**config.mk**
```make
export PLATFORM = sky130hd
export DESIGN_NAME = tx_ring_engine
export DESIGN_NICKNAME = d
export VERILOG_FILES = /design/src/rtl/txr_pkg.sv /design/src/rtl/txr_ring_ptr.sv /design/src/rtl/txr_byte_pick.sv /design/src/rtl/tx_ring_engine.sv
export SDC_FILE = /design/constraint.sdc
export NUM_CORES = 1
export LEC_CHECK = 0
export ABC_AREA = 1
export CAP_MARGIN = 20
export CORE_ASPECT_RATIO = 0.6
export CORE_MARGIN = 5
export CORE_UTILIZATION = 45
export CTS_CLUSTER_DIAMETER = 60
export DETAILED_ROUTE_END_ITERATION = 7
export PLACE_DENSITY = 0.68
export SYNTH_ARGS = -nofsm -noshare
export SYNTH_HDL_FRONTEND = slang
export SYNTH_HIERARCHICAL = 1
export SYNTH_SLANG_ARGS = --single-unit
export TNS_END_PERCENT = 100
```
**constraint.sdc**
```tcl
create_clock -name clk -period 3.6 [get_ports clk]
set_input_delay 0.36 -clock clk [delete_from_list [all_inputs] [get_ports clk]]
set_output_delay 0.36 -clock clk [all_outputs]
set_load 0.02 [all_outputs]
```
**src/rtl/txr_pkg.sv**
```systemverilog
// Shared constants and types for the transmit descriptor ring engine.
// Assumes 32-bit memory words split into a 16-bit status and 16-bit length.
package txr_pkg;
    localparam int WORD_W = 32;
    localparam int HALF_W = 16;
    localparam int BYTE_W = 8;

    // Status bit positions within the status halfword
    localparam int ST_OWN  = 15;
    localparam int ST_WRAP = 13;
    localparam int ST_LAST = 11;
    localparam int ST_CRC  = 10;
    localparam int ERR_W   = 6;

    localparam logic [HALF_W-1:0] OWN_MASK = HALF_W'(1) << ST_OWN;
    localparam logic [HALF_W-1:0] ERR_MASK = HALF_W'((1 << ERR_W) - 1);

    typedef enum logic [3:0] {
        S_HALT, S_RD0, S_GET0, S_RD1, S_GET1,
        S_RDB, S_GETB, S_SEND, S_WB, S_STOP
    } txr_state_t;

    // Status value returned to software after a normal completion
    function automatic logic [HALF_W-1:0] release_status(input logic [HALF_W-1:0] s);
        return s & ~(OWN_MASK | ERR_MASK);
    endfunction
endpackage

```
**src/rtl/txr_ring_ptr.sv**
```systemverilog
// Descriptor address register. Loads the aligned ring base on request and
// steps by one descriptor, or back to the base when the wrap flag is set.
// Assumes the base is stable while the engine is running.
module txr_ring_ptr #(
    parameter int ADDR_W = 32,
    parameter int DESC_BYTES = 8
) (
    input  logic              clk,
    input  logic              rst_n,
    input  logic [ADDR_W-1:0] base,
    input  logic              load,
    input  logic              step,
    input  logic              wrap,
    output logic [ADDR_W-1:0] cur
);
    localparam logic [ADDR_W-1:0] ALIGN_MASK = ADDR_W'(DESC_BYTES - 1);
    localparam logic [ADDR_W-1:0] STEP       = ADDR_W'(DESC_BYTES);

    logic [ADDR_W-1:0] base_al;
    assign base_al = base & ~ALIGN_MASK;

    // Descriptor pointer update: reload, advance or wrap
    always_ff @(posedge clk) begin
        if (!rst_n)      cur <= '0;
        else if (load)   cur <= base_al;
        else if (step)   cur <= wrap ? base_al : cur + STEP;
    end
endmodule

```
**src/rtl/txr_byte_pick.sv**
```systemverilog
// Selects one byte lane of a memory word (little-endian lane order).
// Assumes WORD_W is a multiple of 8.
module txr_byte_pick #(
    parameter int WORD_W = 32
) (
    input  logic [WORD_W-1:0]             word,
    input  logic [$clog2(WORD_W/8)-1:0]   sel,
    output logic [7:0]                    byte_o
);
    localparam int LANES = WORD_W / 8;
    logic [7:0] lanes [LANES];

    for (genvar g = 0; g < LANES; g++) begin : g_lane
        assign lanes[g] = word[g*8 +: 8];
    end

    // Lane multiplexer
    assign byte_o = lanes[sel];
endmodule

```
**src/rtl/tx_ring_engine.sv**
```systemverilog
// Transmit descriptor ring engine. Walks a ring of two-word descriptors,
// streams each owned buffer out as bytes, writes the descriptor back with
// ownership released, and parks on the first descriptor it does not own.
// Assumes a memory port with one-cycle read latency and ADDR_W <= 32.
module tx_ring_engine
    import txr_pkg::*;
#(
    parameter int ADDR_W = 32
) (
    input  logic              clk,
    input  logic              rst_n,
    input  logic [ADDR_W-1:0] ring_base,
    input  logic              halt_clear,
    input  logic              stop_req,
    output logic              halted,
    output logic              stop_done,
    output logic              mem_rd,
    output logic              mem_wr,
    output logic [ADDR_W-1:0] mem_addr,
    output logic [31:0]       mem_wdata,
    input  logic [31:0]       mem_rdata,
    output logic              tx_valid,
    input  logic              tx_ready,
    output logic [7:0]        tx_data,
    output logic              tx_last,
    output logic              tx_crc
);
    localparam int LANE_W = $clog2(WORD_W / BYTE_W);
    localparam logic [ADDR_W-1:0] PTR_OFS  = ADDR_W'(WORD_W / BYTE_W);
    localparam logic [ADDR_W-1:0] ONE_A    = ADDR_W'(1);
    localparam logic [ADDR_W-1:0] LANE_MSK = ADDR_W'((1 << LANE_W) - 1);

    txr_state_t        state, state_n;
    logic              fresh;
    logic [HALF_W-1:0] d_stat, d_len, remain;
    logic [ADDR_W-1:0] byte_addr, cur;
    logic [WORD_W-1:0] buf_word;
    logic              ptr_load, ptr_step;
    logic              lane_end;

    txr_ring_ptr #(.ADDR_W(ADDR_W), .DESC_BYTES(8)) u_ptr (
        .clk(clk), .rst_n(rst_n), .base(ring_base),
        .load(ptr_load), .step(ptr_step), .wrap(d_stat[ST_WRAP]), .cur(cur)
    );

    txr_byte_pick #(.WORD_W(WORD_W)) u_pick (
        .word(buf_word), .sel(byte_addr[LANE_W-1:0]), .byte_o(tx_data)
    );

    assign lane_end = &byte_addr[LANE_W-1:0];
    assign halted   = (state == S_HALT);
    assign ptr_load = halted && halt_clear && fresh;
    assign ptr_step = (state == S_WB);
    assign tx_valid = (state == S_SEND);
    assign tx_last  = tx_valid && d_stat[ST_LAST] && (remain == HALF_W'(1));
    assign tx_crc   = tx_valid && d_stat[ST_CRC];
    assign mem_wr   = (state == S_WB);
    assign mem_wdata = {release_status(d_stat), d_len};

    // Memory request decode per state
    always_comb begin
        mem_rd   = 1'b0;
        mem_addr = cur;
        unique case (state)
            S_RD0: mem_rd = 1'b1;
            S_RD1: begin mem_rd = 1'b1; mem_addr = cur + PTR_OFS; end
            S_RDB: begin mem_rd = 1'b1; mem_addr = byte_addr & ~LANE_MSK; end
            default: ;
        endcase
    end

    // Next-state selection
    always_comb begin
        state_n = state;
        unique case (state)
            S_HALT: if (halt_clear) state_n = S_RD0;
            S_RD0:  state_n = S_GET0;
            S_GET0: state_n = mem_rdata[HALF_W + ST_OWN] ? S_RD1 : S_HALT;
            S_RD1:  state_n = S_GET1;
            S_GET1: state_n = (d_len == '0) ? S_WB : S_RDB;
            S_RDB:  state_n = S_GETB;
            S_GETB: state_n = S_SEND;
            S_SEND: if (tx_ready) begin
                        if (remain == HALF_W'(1)) state_n = S_WB;
                        else if (lane_end)        state_n = S_RDB;
                    end
            S_WB:   state_n = (stop_req && d_stat[ST_LAST]) ? S_STOP : S_RD0;
            S_STOP: if (!stop_req) state_n = S_RD0;
            default: state_n = S_HALT;
        endcase
    end

    // State, stop flag and first-start marker
    always_ff @(posedge clk) begin
        if (!rst_n) begin
            state     <= S_HALT;
            fresh     <= 1'b1;
            stop_done <= 1'b0;
        end else begin
            state     <= state_n;
            stop_done <= stop_req && (state_n == S_STOP || state_n == S_HALT);
            if (ptr_load) fresh <= 1'b0;
        end
    end

    // Descriptor fields, buffer cursor and word holding register
    always_ff @(posedge clk) begin
        if (!rst_n) begin
            d_stat    <= '0;
            d_len     <= '0;
            remain    <= '0;
            byte_addr <= '0;
            buf_word  <= '0;
        end else begin
            unique case (state)
                S_GET0: begin
                    d_stat <= mem_rdata[WORD_W-1:HALF_W];
                    d_len  <= mem_rdata[HALF_W-1:0];
                end
                S_GET1: begin
                    byte_addr <= mem_rdata[ADDR_W-1:0];
                    remain    <= d_len;
                end
                S_GETB: buf_word <= mem_rdata;
                S_SEND: if (tx_ready) begin
                    byte_addr <= byte_addr + ONE_A;
                    remain    <= remain - HALF_W'(1);
                end
                default: ;
            endcase
        end
    end
endmodule

```
==> impl_metrics.yaml <==
detailed_routing:
  routed_wl_um: 38820
  drc: 0
  via_per_inst: 5.516
  vias: 11740
  drt-pass1-iter-count: 6
  wl_per_cell_um: 18.24
  postRouteAntennaNets: 0
  drt_iter0_drc: 1462
place:
  portBuffers: 137
  gp_congestion: 0.9711
  dpl-instance-area_sq_um: 11610
  dp_hpwl_um: 29640
critical_path:
  required_ns: 3.24
  regToRegStartpoint: "state[1]"
  endpoint_kind: "output port"
  r2r_end: "buf_word[25]"
  arrival_ns: 3.13
  critPathLaunchType: "flip-flop"
  r2r_cells: 7
  crit_type: "flip-flop to output port"
  cp_max_fo: 7
  rrSetupSlack_ns: 1.29
grt:
  antenna_found_initial: 1
  grt_pass1_vias: 10300
  track_usage_pct: 29.79
  overflow: 0
  grt_pass1_wl_um: 59790
  grt_max_degree: 84
clock_tree:
  cts_buffers: 17
  postCtsSetupRepairBufs: 0
  cts_tree: "done"
  cts_max_path_buffers: 2
  htreeDepth: 4
  cts.sinks: 143
  clk_transition_reported_paths_ns: 0.07
  cts_root_buf: "clkbuf_16"
  clkLatencyLatePin_ns: 0.44
power:
  internal_power_uw: 3084
  ir_worst_vdd_v: 0.0003101
  switching_share_pct: 32.30
  power_density_nw_per_um2: 371.3
  leakage_uw: 0.004707
  pwr-share-seq_pct: 39.1
  switchingPower_uw: 1471
  power.total_uw: 4556
  combPwrFrac_pct: 20.2
  p_clk_share_pct: 40.8
timing:
  setup_viol: 0
  setup_tns_ns: 0
  fin_crit_ns: 3.492
  fin_worst_skew_ns: 0.009013
  maxSlewHeadroom_pct: 30.93
  post-route-period-util_pct: 96.99
  slew_violations: 0
  timing.fmax_ghz: 0.2864
  finalHoldViolations: 0
  tightest_slew_ns: 1.036
floorplan:
  die_h_um: 125.6
  num_rows: 42
  pin_count: 148
  die-width_um: 202.7
  core-area_sq_um: 21970
  start_util_pct: 45.63
  die_area_sq_um: 25450
hold_path:
  holdCritStartpoint: "rst_n"
  hold_depth: 3
  hold_end: "remain[3]"
  hold_class: "primary input to flip-flop"
yosys:
  synth_edf_count: 0
  seq_area_frac_synth_pct: 28.56
  netlist-cell-type-count: 43
  yosys_warnings: 6
  ys_async_sr_fraction_pct: 0
  synth-main-ff-cell: "dfxtp_1"
  avgSynthCellArea_sq_um: 5.851
  ys_top_cells_by_area: "dfxtp_1 29%, nand2_1 17%, nor2_1 9.9%"
  syn_inst: 1713
  synth_seq_cells: 143
  yosysTopAreaCell: "dfxtp_1"
  synth_area_sq_um: 10020
  yosys.area.top_type_share_pct: 28.56
layout:
  design_area_sq_um: 12270
  diodes: 0
  drive_gt1_share_pct: 6.949
  syn2layout_area_growth_pct: 22.43
  nNetsFinal: 1903
  fin_util_pct: 55.86
run:
  drv_cap: 0
status:
  status: "finished clean"
routing by layer:
| metal | global-route usage, % | share of wire, % | vias up | wire (um) |
|---|---|---|---|---|
| met5 | 0 | 0.052 | - | 20 |
| met4 | 6.382 | 1.6 | 2 | 623 |
| met3 | 10.12 | 13 | 46 | 5109 |
| met2 | 37.43 | 37 | 597 | 14350 |
| met1 | 47.52 | 48 | 5346 | 18720 |
| li1 | - | - | 5747 | - |
worst max-delay path by stage:
| stage | from | endpoint | slack, ns | cells after the start |
|---|---|---|---|---|
| 6_report | u_ptr/cur[8] | mem_addr[15] | 0.11 | 9 |
| 5_1_grt | u_ptr/cur[11] | mem_addr[14] | -0.002 | 8 |
| 4_1_cts | u_ptr/cur[8] | mem_addr[15] | 0.12 | 9 |
| 3_5_place_dp | u_ptr/cur[8] | mem_addr[15] | 0.46 | 9 |
| 3_3_place_gp | u_ptr/cur[8] | mem_addr[15] | 0.43 | 9 |
| 2_1_floorplan | u_ptr/cur[3] | mem_addr[14] | 1.62 | 8 |
worst max-delay path, stage by stage, from the launching register on:
cell,delay [ns]
dfxtp_1,0.51
inv_1,0.16
nor3_2,0.40
buf_4,0.19
nand2_1,0.05
nor2_2,0.34
or2_2,0.18
nand3_1,0.06
o211ai_1,0.14
clkdlybuf4s50_1,0.65
placed cells by master (no fill, tap or decap), drive strengths merged:
| master | Yosys | layout |
|---|---|---|
| a211oi | 2 | 2 |
| a21o | 1 | 1 |
| a21oi | 130 | 130 |
| a22oi | 22 | 22 |
| a31oi | 13 | 13 |
| and2 | 2 | 2 |
| buf | 45 | 34 |
| bufinv | 0 | 2 |
| clkbuf | 34 | 19 |
| clkdlybuf4s50 | 0 | 136 |
| clkinv | 1 | 6 |
| clkinvlp | 0 | 1 |
| conb | 1 | 7 |
| dfxtp | 143 | 143 |
| ha | 5 | 5 |
| inv | 193 | 198 |
| nand2 | 475 | 475 |
| nand3 | 150 | 150 |
| nand3b | 5 | 5 |
| nand4 | 13 | 13 |
| nor2 | 285 | 285 |
| nor3 | 15 | 15 |
| nor3b | 1 | 1 |
| o211ai | 12 | 12 |
| o21ai | 133 | 133 |
| o21bai | 2 | 2 |
| o221ai | 6 | 6 |
| o22ai | 4 | 4 |
| or2 | 8 | 8 |
| xnor2 | 4 | 4 |
| xor2 | 8 | 8 |
kinds of logic (layout without fill, tap and decap cells):
family          Yosys count  count (layout)  share of synthesized area, %
buf+inv                 273             396                         11.29
other cells               1               7                       0.03742
simple gates            954             954                         40.65
xor+xnor                 12              12                         1.049
fa+ha+maj                 5               5                        0.6242
flops                   143             143                         28.56
compound gates          325             325                         17.79
layout make-up:
class                      instances  area, sq um
fill                            2231         9696
multi-input combinational       1303         6068
sequential                       143         2863
timing repair buffer             170         1654
inverter                         194        730.7
clock buffer                      19        442.9
tap                              286        357.8
clock inverter                    13        153.9
registers in the layout, indices dropped and copies added (netlist names):
register / flops
u_ptr/cur: 32
byte_addr: 32
remain: 16
state: 4
d_stat: 9
d_len: 16
buf_word: 32
fresh: 1
stop_done: 1
power by group through the flow:
stage | registers, uW | clock network [uW] | logic (uW)
floorplan | 1810 | 0 | 477
global placement | 1810 | 0 | 891
detailed placement | 1810 | 0 | 896
CTS | 1770 | 1870 | 901
global route | 1790 | 1950 | 999
finish | 1780 | 1860 | 919
timing repair:
| action | in CTS | in global routing |
|---|---|---|
| setup endpoints to repair | 1 | 5 |
| resized for setup | 1 | 3 |
| hold buffers | 0 | 0 |
| gates cloned | 0 | 0 |
cell usage after synthesis (all sizes together), types with 5 or more instances:
library cell  number
nand2            475
nor2             285
inv              193
nand3            150
dfxtp            143
o21ai            133
a21oi            130
buf               45
clkbuf            34
a22oi             22
nor3              15
a31oi             13
nand4             13
o211ai            12
or2                8
xor2               8
o221ai             6
ha                 5
nand3b             5
through the flow:
step                setup WS [ns]  hold slack, ns  std cells
floorplan                   1.622          0.4191       1719
global placement           0.4284          0.4279       2094
detailed placement         0.4635          0.4340       2094
CTS                        0.1166          0.4433       2126
global route            -0.001598          0.3271       2128
finish                     0.1083          0.3154       2128
(Power assumes the default switching activity.)
